### src/rtl/coal_irq_pkg.sv
package coal_irq_pkg;
  localparam int unsigned DATA_W = 32;

  // register byte offsets
  localparam int unsigned OFF_CFG  = 'h004;
  localparam int unsigned OFF_STAT = 'h008;
  localparam int unsigned OFF_MASK = 'h00C;
  localparam int unsigned OFF_FH   = 'h010;

  // main status bit positions
  localparam int unsigned B_RX       = 31;
  localparam int unsigned B_HWERR    = 29;
  localparam int unsigned B_PERIODIC = 28;
  localparam int unsigned B_TX       = 27;

  // flow-handler status bit positions
  localparam int unsigned F_ERR   = 31;
  localparam int unsigned F_HIPRI = 30;
  localparam int unsigned F_RX1   = 17;
  localparam int unsigned F_RX0   = 16;
  localparam int unsigned F_TX1   = 1;
  localparam int unsigned F_TX0   = 0;

  // causes taken straight from evtIn
  localparam logic [DATA_W-1:0] DIRECT_MASK = 32'h0600_00C3;
  // implemented flow-handler bits
  localparam logic [DATA_W-1:0] FH_IMPL = 32'hC003_0003;

  typedef struct packed {
    logic wrCfg;
    logic wrStat;
    logic wrMask;
    logic wrFh;
    logic perFire;
  } strobe_t;
endpackage

### src/rtl/coal_irq_ctrl.sv
module coal_irq_ctrl
  import coal_irq_pkg::*;
#(
  parameter int unsigned ADDR_W     = 12,
  parameter int unsigned UNIT_TICKS = 32,
  parameter int unsigned CFG_W      = 8
) (
  input  logic              clk,
  input  logic              rst,
  input  logic              regWe,
  input  logic [ADDR_W-1:0] regAddr,
  input  logic              usTick,
  input  logic [CFG_W-1:0]  winCfg,
  input  logic [CFG_W-1:0]  perCfg,
  input  logic              ackAll,
  output strobe_t           strb,
  output logic              winDone
);
  localparam int unsigned PRE_W  = (UNIT_TICKS > 1) ? $clog2(UNIT_TICKS) : 1;
  localparam int unsigned WCNT_W = CFG_W + PRE_W + 1;

  logic [PRE_W-1:0]  preQ;
  logic              unitPulse;
  logic [CFG_W-1:0]  perCntQ;
  logic              perHit;
  logic [WCNT_W-1:0] winQ;
  logic [WCNT_W-1:0] winLoad;

  // register decode
  always_comb begin
    strb.wrCfg   = regWe && (regAddr == ADDR_W'(OFF_CFG));
    strb.wrStat  = regWe && (regAddr == ADDR_W'(OFF_STAT));
    strb.wrMask  = regWe && (regAddr == ADDR_W'(OFF_MASK));
    strb.wrFh    = regWe && (regAddr == ADDR_W'(OFF_FH));
    strb.perFire = unitPulse && (perCfg != '0) && perHit;
  end

  // 32-tick unit prescaler for the periodic timer
  generate
    if (UNIT_TICKS > 1) begin : g_pre
      assign unitPulse = usTick && (preQ == PRE_W'(UNIT_TICKS - 1));
      always_ff @(posedge clk) begin
        if (rst)         preQ <= '0;
        else if (usTick) preQ <= unitPulse ? '0 : preQ + 1'b1;
      end
    end else begin : g_nopre
      assign unitPulse = usTick;
      always_ff @(posedge clk) preQ <= '0;
    end
  endgenerate

  assign perHit = ({1'b0, perCntQ} + 1'b1) >= {1'b0, perCfg};

  always_ff @(posedge clk) begin
    if (rst) perCntQ <= '0;
    else if (unitPulse) begin
      if (perCfg == '0 || perHit) perCntQ <= '0;
      else                        perCntQ <= perCntQ + 1'b1;
    end
  end

  // coalescing window, counted directly in ticks
  assign winLoad = WCNT_W'(winCfg) * WCNT_W'(UNIT_TICKS);

  always_ff @(posedge clk) begin
    if (rst)                        winQ <= '0;
    else if (ackAll)                winQ <= winLoad;
    else if (usTick && winQ != '0)  winQ <= winQ - 1'b1;
  end

  assign winDone = (winQ == '0);

  AST_WIN_RELOAD: assert property (@(posedge clk) disable iff (rst)
    ackAll |=> (winQ == WCNT_W'($past(winCfg)) * WCNT_W'(UNIT_TICKS)));
  AST_WIN_NO_EXTEND: assert property (@(posedge clk) disable iff (rst)
    (!ackAll && winQ != '0) |=> (winQ <= $past(winQ)));
  AST_PERIODIC_OFF: assert property (@(posedge clk) disable iff (rst)
    (perCfg == '0) |-> !strb.perFire);
endmodule

### src/rtl/coal_irq_dp.sv
module coal_irq_dp
  import coal_irq_pkg::*;
#(
  parameter int unsigned ADDR_W = 12,
  parameter int unsigned CFG_W  = 8
) (
  input  logic              clk,
  input  logic              rst,
  input  strobe_t           strb,
  input  logic [ADDR_W-1:0] regAddr,
  input  logic [DATA_W-1:0] regWdata,
  input  logic [DATA_W-1:0] evtIn,
  input  logic [DATA_W-1:0] fhEvt,
  input  logic              winDone,
  output logic [DATA_W-1:0] regRdata,
  output logic [CFG_W-1:0]  winCfg,
  output logic [CFG_W-1:0]  perCfg,
  output logic              ackAll,
  output logic              irqOut
);
  logic [DATA_W-1:0] statQ, maskQ, fhQ;
  logic [DATA_W-1:0] setMain, setFh, clrMain, clrFh, statNext, fhNext;
  logic              bypass;

  // cause folding
  always_comb begin
    setMain = evtIn & DIRECT_MASK;
    setMain[B_RX]       = fhEvt[F_RX0] | fhEvt[F_RX1] | fhEvt[F_HIPRI];
    setMain[B_HWERR]    = fhEvt[F_ERR];
    setMain[B_TX]       = fhEvt[F_TX0] | fhEvt[F_TX1];
    setMain[B_PERIODIC] = strb.perFire;
    setFh   = fhEvt & FH_IMPL;
    clrMain = strb.wrStat ? regWdata : '0;
    clrFh   = strb.wrFh   ? regWdata : '0;
    // hardware set outranks host clear
    statNext = (statQ & ~clrMain) | setMain;
    fhNext   = (fhQ & ~clrFh) | setFh;
  end

  assign ackAll = strb.wrStat && (statNext == '0);

  always_ff @(posedge clk) begin
    if (rst) begin
      statQ  <= '0;
      fhQ    <= '0;
      maskQ  <= '0;
      winCfg <= '0;
      perCfg <= '0;
    end else begin
      statQ <= statNext;
      fhQ   <= fhNext;
      if (strb.wrMask) maskQ <= regWdata;
      if (strb.wrCfg) begin
        winCfg <= regWdata[CFG_W-1:0];
        perCfg <= regWdata[CFG_W +: CFG_W];
      end
    end
  end

  always_comb begin
    case (regAddr)
      ADDR_W'(OFF_CFG):  regRdata = DATA_W'({perCfg, winCfg});
      ADDR_W'(OFF_STAT): regRdata = statQ;
      ADDR_W'(OFF_MASK): regRdata = maskQ;
      ADDR_W'(OFF_FH):   regRdata = fhQ;
      default:           regRdata = '0;
    endcase
  end

  assign bypass = fhQ[F_HIPRI] & maskQ[B_RX];
  assign irqOut = ((|(statQ & maskQ)) && winDone) || bypass;

  AST_STAT_W1C_ONLY: assert property (@(posedge clk) disable iff (rst)
    !strb.wrStat |=> ((statQ & $past(statQ)) == $past(statQ)));
  AST_FH_W1C_ONLY: assert property (@(posedge clk) disable iff (rst)
    !strb.wrFh |=> ((fhQ & $past(fhQ)) == $past(fhQ)));
  AST_SET_WINS: assert property (@(posedge clk) disable iff (rst)
    (|setMain) |=> ((statQ & $past(setMain)) == $past(setMain)));
  AST_BYPASS_FIRES: assert property (@(posedge clk) disable iff (rst)
    (fhQ[F_HIPRI] && maskQ[B_RX]) |-> irqOut);
endmodule

### src/rtl/coal_irq_ctl.sv
module coal_irq_ctl
  import coal_irq_pkg::*;
#(
  parameter int unsigned ADDR_W     = 12,
  parameter int unsigned UNIT_TICKS = 32,
  parameter int unsigned CFG_W      = 8
) (
  input  logic              clk,
  input  logic              rst,
  input  logic              regWe,
  input  logic [ADDR_W-1:0] regAddr,
  input  logic [31:0]       regWdata,
  output logic [31:0]       regRdata,
  input  logic              usTick,
  input  logic [31:0]       evtIn,
  input  logic [31:0]       fhEvt,
  output logic              irqOut
);
  strobe_t          strb;
  logic             winDone;
  logic             ackAll;
  logic [CFG_W-1:0] winCfg;
  logic [CFG_W-1:0] perCfg;

  coal_irq_ctrl #(.ADDR_W(ADDR_W), .UNIT_TICKS(UNIT_TICKS), .CFG_W(CFG_W)) u_ctrl (
    .clk(clk), .rst(rst), .regWe(regWe), .regAddr(regAddr), .usTick(usTick),
    .winCfg(winCfg), .perCfg(perCfg), .ackAll(ackAll),
    .strb(strb), .winDone(winDone)
  );

  coal_irq_dp #(.ADDR_W(ADDR_W), .CFG_W(CFG_W)) u_dp (
    .clk(clk), .rst(rst), .strb(strb), .regAddr(regAddr), .regWdata(regWdata),
    .evtIn(evtIn), .fhEvt(fhEvt), .winDone(winDone), .regRdata(regRdata),
    .winCfg(winCfg), .perCfg(perCfg), .ackAll(ackAll), .irqOut(irqOut)
  );
endmodule

### config.mk
export PLATFORM = sky130hd
export DESIGN_NAME = coal_irq_ctl
export DESIGN_NICKNAME = d
export VERILOG_FILES = /design/src/rtl/coal_irq_pkg.sv /design/src/rtl/coal_irq_ctrl.sv /design/src/rtl/coal_irq_dp.sv /design/src/rtl/coal_irq_ctl.sv
export SDC_FILE = /design/constraint.sdc
export NUM_CORES = 1
export LEC_CHECK = 0
export ABC_AREA = 1
export CORE_MARGIN = 5
export CORE_UTILIZATION = 40
export CTS_BUF_LIST = sky130_fd_sc_hd__clkbuf_8
export CTS_CLUSTER_SIZE = 14
export DETAILED_ROUTE_END_ITERATION = 8
export GPL_ROUTABILITY_DRIVEN = 0
export PLACE_DENSITY = 0.65
export REMOVE_ABC_BUFFERS = 1
export SLEW_MARGIN = 20
export SYNTH_ARGS = -nofsm -noshare
export SYNTH_HDL_FRONTEND = slang
export SYNTH_SLANG_ARGS = --single-unit
### constraint.sdc
create_clock -name clk -period 7.4 [get_ports clk]
set_clock_uncertainty 0.15 [all_clocks]
set_input_delay 1.48 -clock clk [delete_from_list [all_inputs] [get_ports clk]]
set_output_delay 1.48 -clock clk [all_outputs]
set_load 0.005 [all_outputs]
# ---- Yosys cells after proc, flatten, opt, wreduce, memory -nomap -nowiden
# Cells that the tools add are included.
dict set report op_classes {
  mux 7
  div 0
  addsub 4
  n_reduce_logical 20
  n_shift 0
  bitwise_logic 11
  magnitude_cmp 1
  multipliers 0
  eq_ne 5
}
# operator n
set op_table {}
lappend op_table {{$pmux 32 s4} 1}
lappend op_table {{$and 32x32->32} 3}
lappend op_table {{$mux 32} 2}
lappend op_table {{$not 32->32} 2}
lappend op_table {{$or 32x32->32} 2}
lappend op_table {{$logic_not 32->1} 1}
lappend op_table {{$reduce_or 32->1} 1}
lappend op_table {{$mux 13} 2}
lappend op_table {{$eq 12x4->1 const B} 2}
lappend op_table {{$logic_not 14->1} 1}
lappend op_table {{$reduce_bool 14->1} 1}
lappend op_table {{$sub 14x1->14 const B} 1}
lappend op_table {{$eq 12x3->1 const B} 1}
lappend op_table {{$eq 12x5->1 const B} 1}
lappend op_table {{$logic_and 1x1->1} 10}
lappend op_table {{$add 8x1->9 const B} 1}
lappend op_table {{$ge 9x8->1} 1}
lappend op_table {{$add 8x1->8 const B} 1}
lappend op_table {{$logic_not 8->1} 1}
lappend op_table {{$mux 8} 1}
lappend op_table {{$reduce_bool 8->1} 1}
lappend op_table {{$add 5x1->5 const B} 1}
lappend op_table {{$eq 5x5->1 const B} 1}
lappend op_table {{$mux 5} 1}
lappend op_table {{other kinds (5)} 8}
dict set report totals {
  reg_bits 139
  latchBits 0
  in_bits 112
  mem_bits_rw 0
  mem_bits_ro 0
  out_inout_bits 33
  memories 0
}

# ---- Depth between registers and ports, before layout
# Gate-level depths: netlist (run 1).
dict set report depth {
  ltp_word 9
  ltp_mapped 21
}

# ---- Cells and area by module
# From an unflattened synthesis (run 1), not the netlist that was laid out.
dict set report hier_totals {
  hier_cells 1130
  hier_area_um2 7328.3
}
# module n_inst area_each_um2 cells_per_inst seq_area_each_um2
set modules_own_cells {}
lappend modules_own_cells {coal_irq_dp 1 5358.9 814 2242.2}
lappend modules_own_cells {coal_irq_ctrl 1 1969.4 316 540.5}

# ---- Worst setup path before layout (run 1)
# No wires, ideal clock.
dict set report synth_timing {
  path_type {input -> output}
  start {input regAddr[11]}
  end {output regRdata[10]}
  setup_slack_ns 3.149
  path_stages 8
  arrival_ns 2.621
  t_required_ns 5.770
  n_path_buf 1
  path_cell_list {nor2_2 > nand2_2 > nor2_8 > nand2_1 > clkinv_1 > clkbuf_1 > a21oi_1 > o21ai_0}
}
dict set report synth_between {
  elab_chain_len 2
  elab_cells_between_ends 5
}
# element line
set synth_lines {}
lappend synth_lines {{from (decl)} coal_irq_ctl.sv:11} ;# input logic [ADDR_W-1:0] regAddr,
lappend synth_lines {{$eq 12x5->1 (tied with other cells)} coal_irq_dp.sv:61} ;# case (regAddr)
lappend synth_lines {{$pmux 32 s4 (*)} coal_irq_dp.sv:61}
lappend synth_lines {{to (decl)} coal_irq_ctl.sv:13} ;# output logic [31:0] regRdata,
# Mark *: on every way between the ends. The rest lies on a longest branch, timed or not.

# ---- Worst setup path in the final report (run 1)
dict set report layout_timing {
  start {input regAddr[0]}
  end {output regRdata[1]}
}
# The elaborated chain is that of the path after synthesis.

==> flow_metrics.tcl, run 1 <==
set metrics [dict create \
    whs_ps 298.1 \
    die_y_um 141.3 \
    clk_pin_slew_ps 80 \
    io_buffers 92 \
    min_period_ps 6183 \
    drive_gt1_share_pct 6.718 \
    p_comb_share_pct 5.8 \
    r2r_slack_ps 4140 \
    critical_path_required_ps 5770 \
    power_density_nw_per_um2 172.8 \
    io_pins 145 \
    grt_max_degree 73 \
    seqPwrFrac_pct 52.8 \
    final_max_slew_viol_count 0 \
    place_hpwl_um 13350 \
    finalHoldViolCount 0 \
    synth.yosys.seq_area_share_pct 40.33 \
    min_path_type "reg -> reg" \
    wl_um 19500 \
    grt-ovfl-total 0 \
    clock_sinks 139 \
    clk_path_buf_depth 2 \
    htree_levels 4 \
    internal_power_w 0.001075 \
    syn_to_final_growth_pct 20.69 \
    ys_types 37 \
    hold_buffers 0 \
    start_kind "input pin" \
    switchingPower_w 0.0003636 \
    rsz0062_at_grt "no" \
    wl_per_cell_um 15.39 \
    run_status "finished clean" \
    setup_viol 0 \
    vias 6633 \
    post-route-period-util_pct 83.55 \
    initial_utilization_pct 40.31 \
    switching_share_pct 25.27 \
    cts_resized 0 \
    grt_pass1_wl_um 32300 \
    cts_tree "built" \
    post_cts_buffers 0 \
    pwr-share-clk_pct 41.4 \
    final_cell_mix "nand2_1 (168), inv_1 (139), dfxtp_1 (139)" \
    fmax_mhz 161.7 \
    coreArea_um2 17120 \
    cts_root_buf "clkbuf_8" \
    design.die.area_um2 19980 \
    drc 0 \
    drtIter0Drc 381 \
    clk_latency_ps 460 \
    cts_buffers 17 \
    worst_ir_drop_vdd_mv 0.1228 \
    netlist_area_um2 6900 \
    fin_tns_setup_ps 0 \
    syn_area_per_cell_um2 7.226 \
    die_w_um 141.3 \
    crit_type "in -> out" \
    final_nets 1154 \
    worst_ep_arrival_time_ps 4550 \
    final_cells 1267 \
    ys_ff_latch 139 \
    rows 48 \
    syn_inst 955 \
    maxCapViolCount 0 \
    vias_per_cell 5.235 \
    ant_nets 0 \
    path_max_fanout 17 \
    leakagePower_nw 3.153 \
    relSlewSlack_pct 28.34 \
    grt_use_total_pct 19.97 \
    tightest_slew_ps 1073 \
    placed_cells 1235 \
    final_common_cell "nand2_1" \
    antenna_found_initial 0 \
    dr.pass1.iters 5 \
    end_kind "output port" \
    first_global_vias 6449 \
    yosysWarnings 0 \
    diodes 0 \
]
[power groups by stage]
| stage | Sequential [W] | Clock, W | Combinational [W] |
|---|---|---|---|
| 2_1_floorplan | 0.000776 | 0 | 0.0000223 |
| 3_3_place_gp | 0.000777 | 0 | 0.0000836 |
| 3_5_place_dp | 0.000777 | 0 | 0.0000837 |
| 4_1_cts | 0.000759 | 0.000606 | 0.0000840 |
| 5_1_grt | 0.000761 | 0.000642 | 0.0000918 |
| 6_report | 0.000760 | 0.000595 | 0.0000840 |
[per-stage QoR]
step	cell area [um^2]	setup slack, ps	util [%]	total power [W]
after floorplan	6666	2658	-	0.0007979
after detailed placement	7944	1235	46.41	0.0008606
final	8328	1217	48.66	0.001439
after global placement	7944	1289	46.41	0.0008606
after global routing	8328	1022	48.66	0.001494
after CTS	8323	1238	48.63	0.001449
[area by class of cell]
type,instances,area (um^2)
Sequential cell,139,2783
Clock inverter,13,117.6
Fill cell,1700,8788
Inverter,144,540.5
Multi-Input combinational cell,625,3351
Tap cell,225,281.5
Clock buffer,19,261.5
Timing Repair Buffer,102,993.5
[registers in the layout, indices dropped and copies added, names as in the netlist]
| name | flops |
|---|---|
| u_ctrl.perCntQ | 8 |
| u_ctrl.preQ | 5 |
| u_ctrl.winQ | 14 |
| u_dp.fhQ | 32 |
| u_dp.maskQ | 32 |
| u_dp.perCfg | 8 |
| u_dp.statQ | 32 |
| u_dp.winCfg | 8 |
[cells in the mapped netlist]
cell,n,area share [%]
clkbuf_1,35,1.9
or2_2,1,0.091
a21oi_2,3,0.38
nand4_1,40,3.6
inv_1,139,7.6
buf_6,7,1.1
o21ai_0,44,3.2
clkinv_1,4,0.22
nand3_4,1,0.25
nand3b_1,2,0.22
dfxtp_1,139,40
o32ai_1,1,0.13
a22o_1,4,0.51
xor2_1,7,0.89
nor2_8,1,0.29
nor3_1,12,0.87
nand2_2,5,0.45
nor2_1,100,5.4
o22ai_1,17,1.5
o221ai_1,14,1.8
buf_2,4,0.29
nand3_2,1,0.15
xnor2_1,3,0.38
nor4_1,5,0.45
o211ai_1,2,0.22
a221oi_1,9,1.1
inv_2,1,0.054
a31oi_1,1,0.091
nor2_2,7,0.63
nor2_4,4,0.65
nand3_1,33,2.4
a21oi_1,73,5.3
nand2_1,168,9.1
ha_1,13,2.4
a211oi_1,53,5.8
a31o_2,1,0.13
buf_1,1,0.054
[path summary, 6_finish.rpt]
path              cells past startpoint         startpoint        endpoint
hold / removal                        2        u_dp.fhQ[4]     u_dp.fhQ[4]
setup reg to reg                     19  u_ctrl.perCntQ[0]  u_ctrl.winQ[6]
hold reg to reg                       2        u_dp.fhQ[4]     u_dp.fhQ[4]
setup / recovery                      9         regAddr[0]     regRdata[1]
[critical path: stages]
cell	delay, ps
clkdlybuf4s50_1	450
inv_1	40
nand2_1	170
nor3_1	80
nand2_1	670
clkinv_1	640
a221oi_1	400
o21ai_0	150
clkdlybuf4s50_1	470
[routing by layer]
layer	routed length, um	global-route usage, %	share of wire (%)
met1	8961	26.09	46
met2	8972	32.53	46
met3	1136	4.651	5.8
met4	425	6.782	2.2
met5	0	0	0
[kinds of logic after synthesis]
group / share of synthesized area [%]
AND/OR/NAND/NOR: 24.66
AO/OA/AOI/OAI: 20.16
buffers and inverters: 11.22
flip-flops: 40.33
adder cells (fa/ha/maj): 2.357
XOR/XNOR: 1.269
Power figures use the tool's default switching activity.
==> run 2: changes to the inputs <==
==> constraint.sdc (replaced) <==
create_clock -name clk -period 6.35 [get_ports clk]
set_clock_uncertainty 0.15 [all_clocks]
set_input_delay 1.27 -clock clk [delete_from_list [all_inputs] [get_ports clk]]
set_output_delay 1.27 -clock clk [all_outputs]
set_load 0.005 [all_outputs]
==> flow_metrics.tcl, run 2 (synthesis results as in run 1) <==
set metrics [dict create \
    final_common_cell "nand2_1" \
    io_pins 145 \
    run_status "finished clean" \
    min_period_ps 5403 \
    finalCoreUtilization_pct 48.93 \
    wl_per_cell_um 15.34 \
    initial_utilization_pct 40.31 \
    cts_resized 0 \
    drive_gt1_share_pct 6.897 \
    htree_levels 4 \
    r2r_slack_ps 3150 \
    relSlewSlack_pct 28.30 \
    clk_latency_ps 460 \
    grt_use_total_pct 19.92 \
    timing.rr.end "u_ctrl.winQ[6]" \
    fmax_mhz 185.1 \
    worstSetupEndpoint "regRdata[0]" \
    final_nets 1156 \
    wl_um 19470 \
    reg2reg_from "u_ctrl.perCntQ[0]" \
    diodes 0 \
    post-route-period-util_pct 85.09 \
    grt_pass1_wl_um 32330 \
    rows 48 \
    cts_root_buf "clkbuf_8" \
    power_density_nw_per_um2 206.2 \
    finalHoldViolCount 0 \
    post_cts_buffers 0 \
    design.die.area_um2 19980 \
    crit_type "in -> out" \
    final_max_slew_viol_count 0 \
    reg_top3 "u_dp.fhQ (32), u_dp.maskQ (32), u_dp.statQ (32)" \
    worst_ir_drop_vdd_mv 0.1583 \
    critical_path_required_ps 4930 \
    leakagePower_nw 3.181 \
    place_hpwl_um 13330 \
    dr.pass1.iters 5 \
    clk_path_buf_depth 2 \
    min_path_type "reg -> reg" \
    cts_buffers 17 \
    final_cell_mix "nand2_1 (168), inv_1 (139), dfxtp_1 (139)" \
    n_fill_cell 1769 \
    end_kind "output port" \
    syn_to_final_growth_pct 21.38 \
    path_max_fanout 11 \
    reg2regPathDepth 19 \
    clk_pin_slew_ps 90 \
    cts_tree "built" \
    coreArea_um2 17120 \
    drc 0 \
    ant_nets 0 \
    drtIter0Drc 444 \
    grt-ovfl-total 0 \
    grt_max_degree 71 \
    die_y_um 141.3 \
    vias 6655 \
    hold_buffers 0 \
    maxCapViolCount 0 \
    vias_per_cell 5.244 \
    io_buffers 92 \
    fin_tns_setup_ps 0 \
    first_global_vias 6422 \
    start_kind "input pin" \
    worst_ep_arrival_time_ps 3980 \
    die_w_um 141.3 \
    setup_viol 0 \
    clock_sinks 139 \
    tightest_slew_ps 1074 \
    antenna_found_initial 0 \
    rsz0062_at_grt "no" \
    crit_start "regAddr[0]" \
]
[run 2: layout make-up]
class / count / area (um^2) / area share, %
timing repair buffer: 104 / 1008 / 12.04
multi-input combinational: 625 / 3351 / 40.01
clock buffer: 18 / 247.7 / 2.958
tap: 225 / 281.5 / 3.361
clock inverter: 14 / 163.9 / 1.957
inverter: 144 / 540.5 / 6.454
sequential: 139 / 2783 / 33.22
[run 2: critical path: stages]
cell             delay [ps]
clkdlybuf4s50_1         450
inv_1                    30
nand2_1                 180
nor3_1                   80
nand2_1                 460
clkinv_1                540
a221oi_1                380
o21ai_0                 130
clkdlybuf4s50_1         460
[run 2: layer usage]
metal / wire [um] / part of all wire, % / vias up / GRT usage, %
li1: - / - / 3373 / -
met1: 9006 / 46 / 3062 / 26.56
met2: 9058 / 47 / 195 / 32.53
met3: 1085 / 5.6 / 25 / 4.179
met4: 314 / 1.6 / 0 / 6.017
met5: 0 / 0 / - / 0
[run 2: per-stage QoR]
step           total power [W]  area [um^2]  setup slack, ps  hold WS [ps]  std cells
2_1_floorplan        0.0009298         6666             2028         269.5        908
3_3_place_gp          0.001002         7959            946.7         279.9       1237
3_5_place_dp          0.001003         7959            921.5         282.5       1237
4_1_cts               0.001739         8371            921.6         298.1       1269
5_1_grt               0.001786         8376            636.1         310.8       1269
6_report              0.001727         8376            946.7         294.7       1269
[run 2: worst min path at each step]
stage / startpoint / endpoint / slack [ps] / cells after the start
after detailed placement: u_dp.fhQ[23] / u_dp.fhQ[23] / 280 / 2
after CTS: u_dp.fhQ[8] / u_dp.fhQ[8] / 300 / 2
final: u_dp.fhQ[23] / u_dp.fhQ[23] / 290 / 2
after global routing: u_dp.fhQ[15] / u_dp.fhQ[15] / 310 / 2
after floorplan: u_dp.fhQ[20] / u_dp.fhQ[20] / 270 / 2
after global placement: u_dp.fhQ[22] / u_dp.fhQ[22] / 280 / 2
[run 2: report_power, final]
part           leakage (nW)  switching, W  internal, W
logic                  1.86     0.0000545    0.0000436
registers              1.12    0.00000594     0.000879
clock network         0.198      0.000377     0.000367
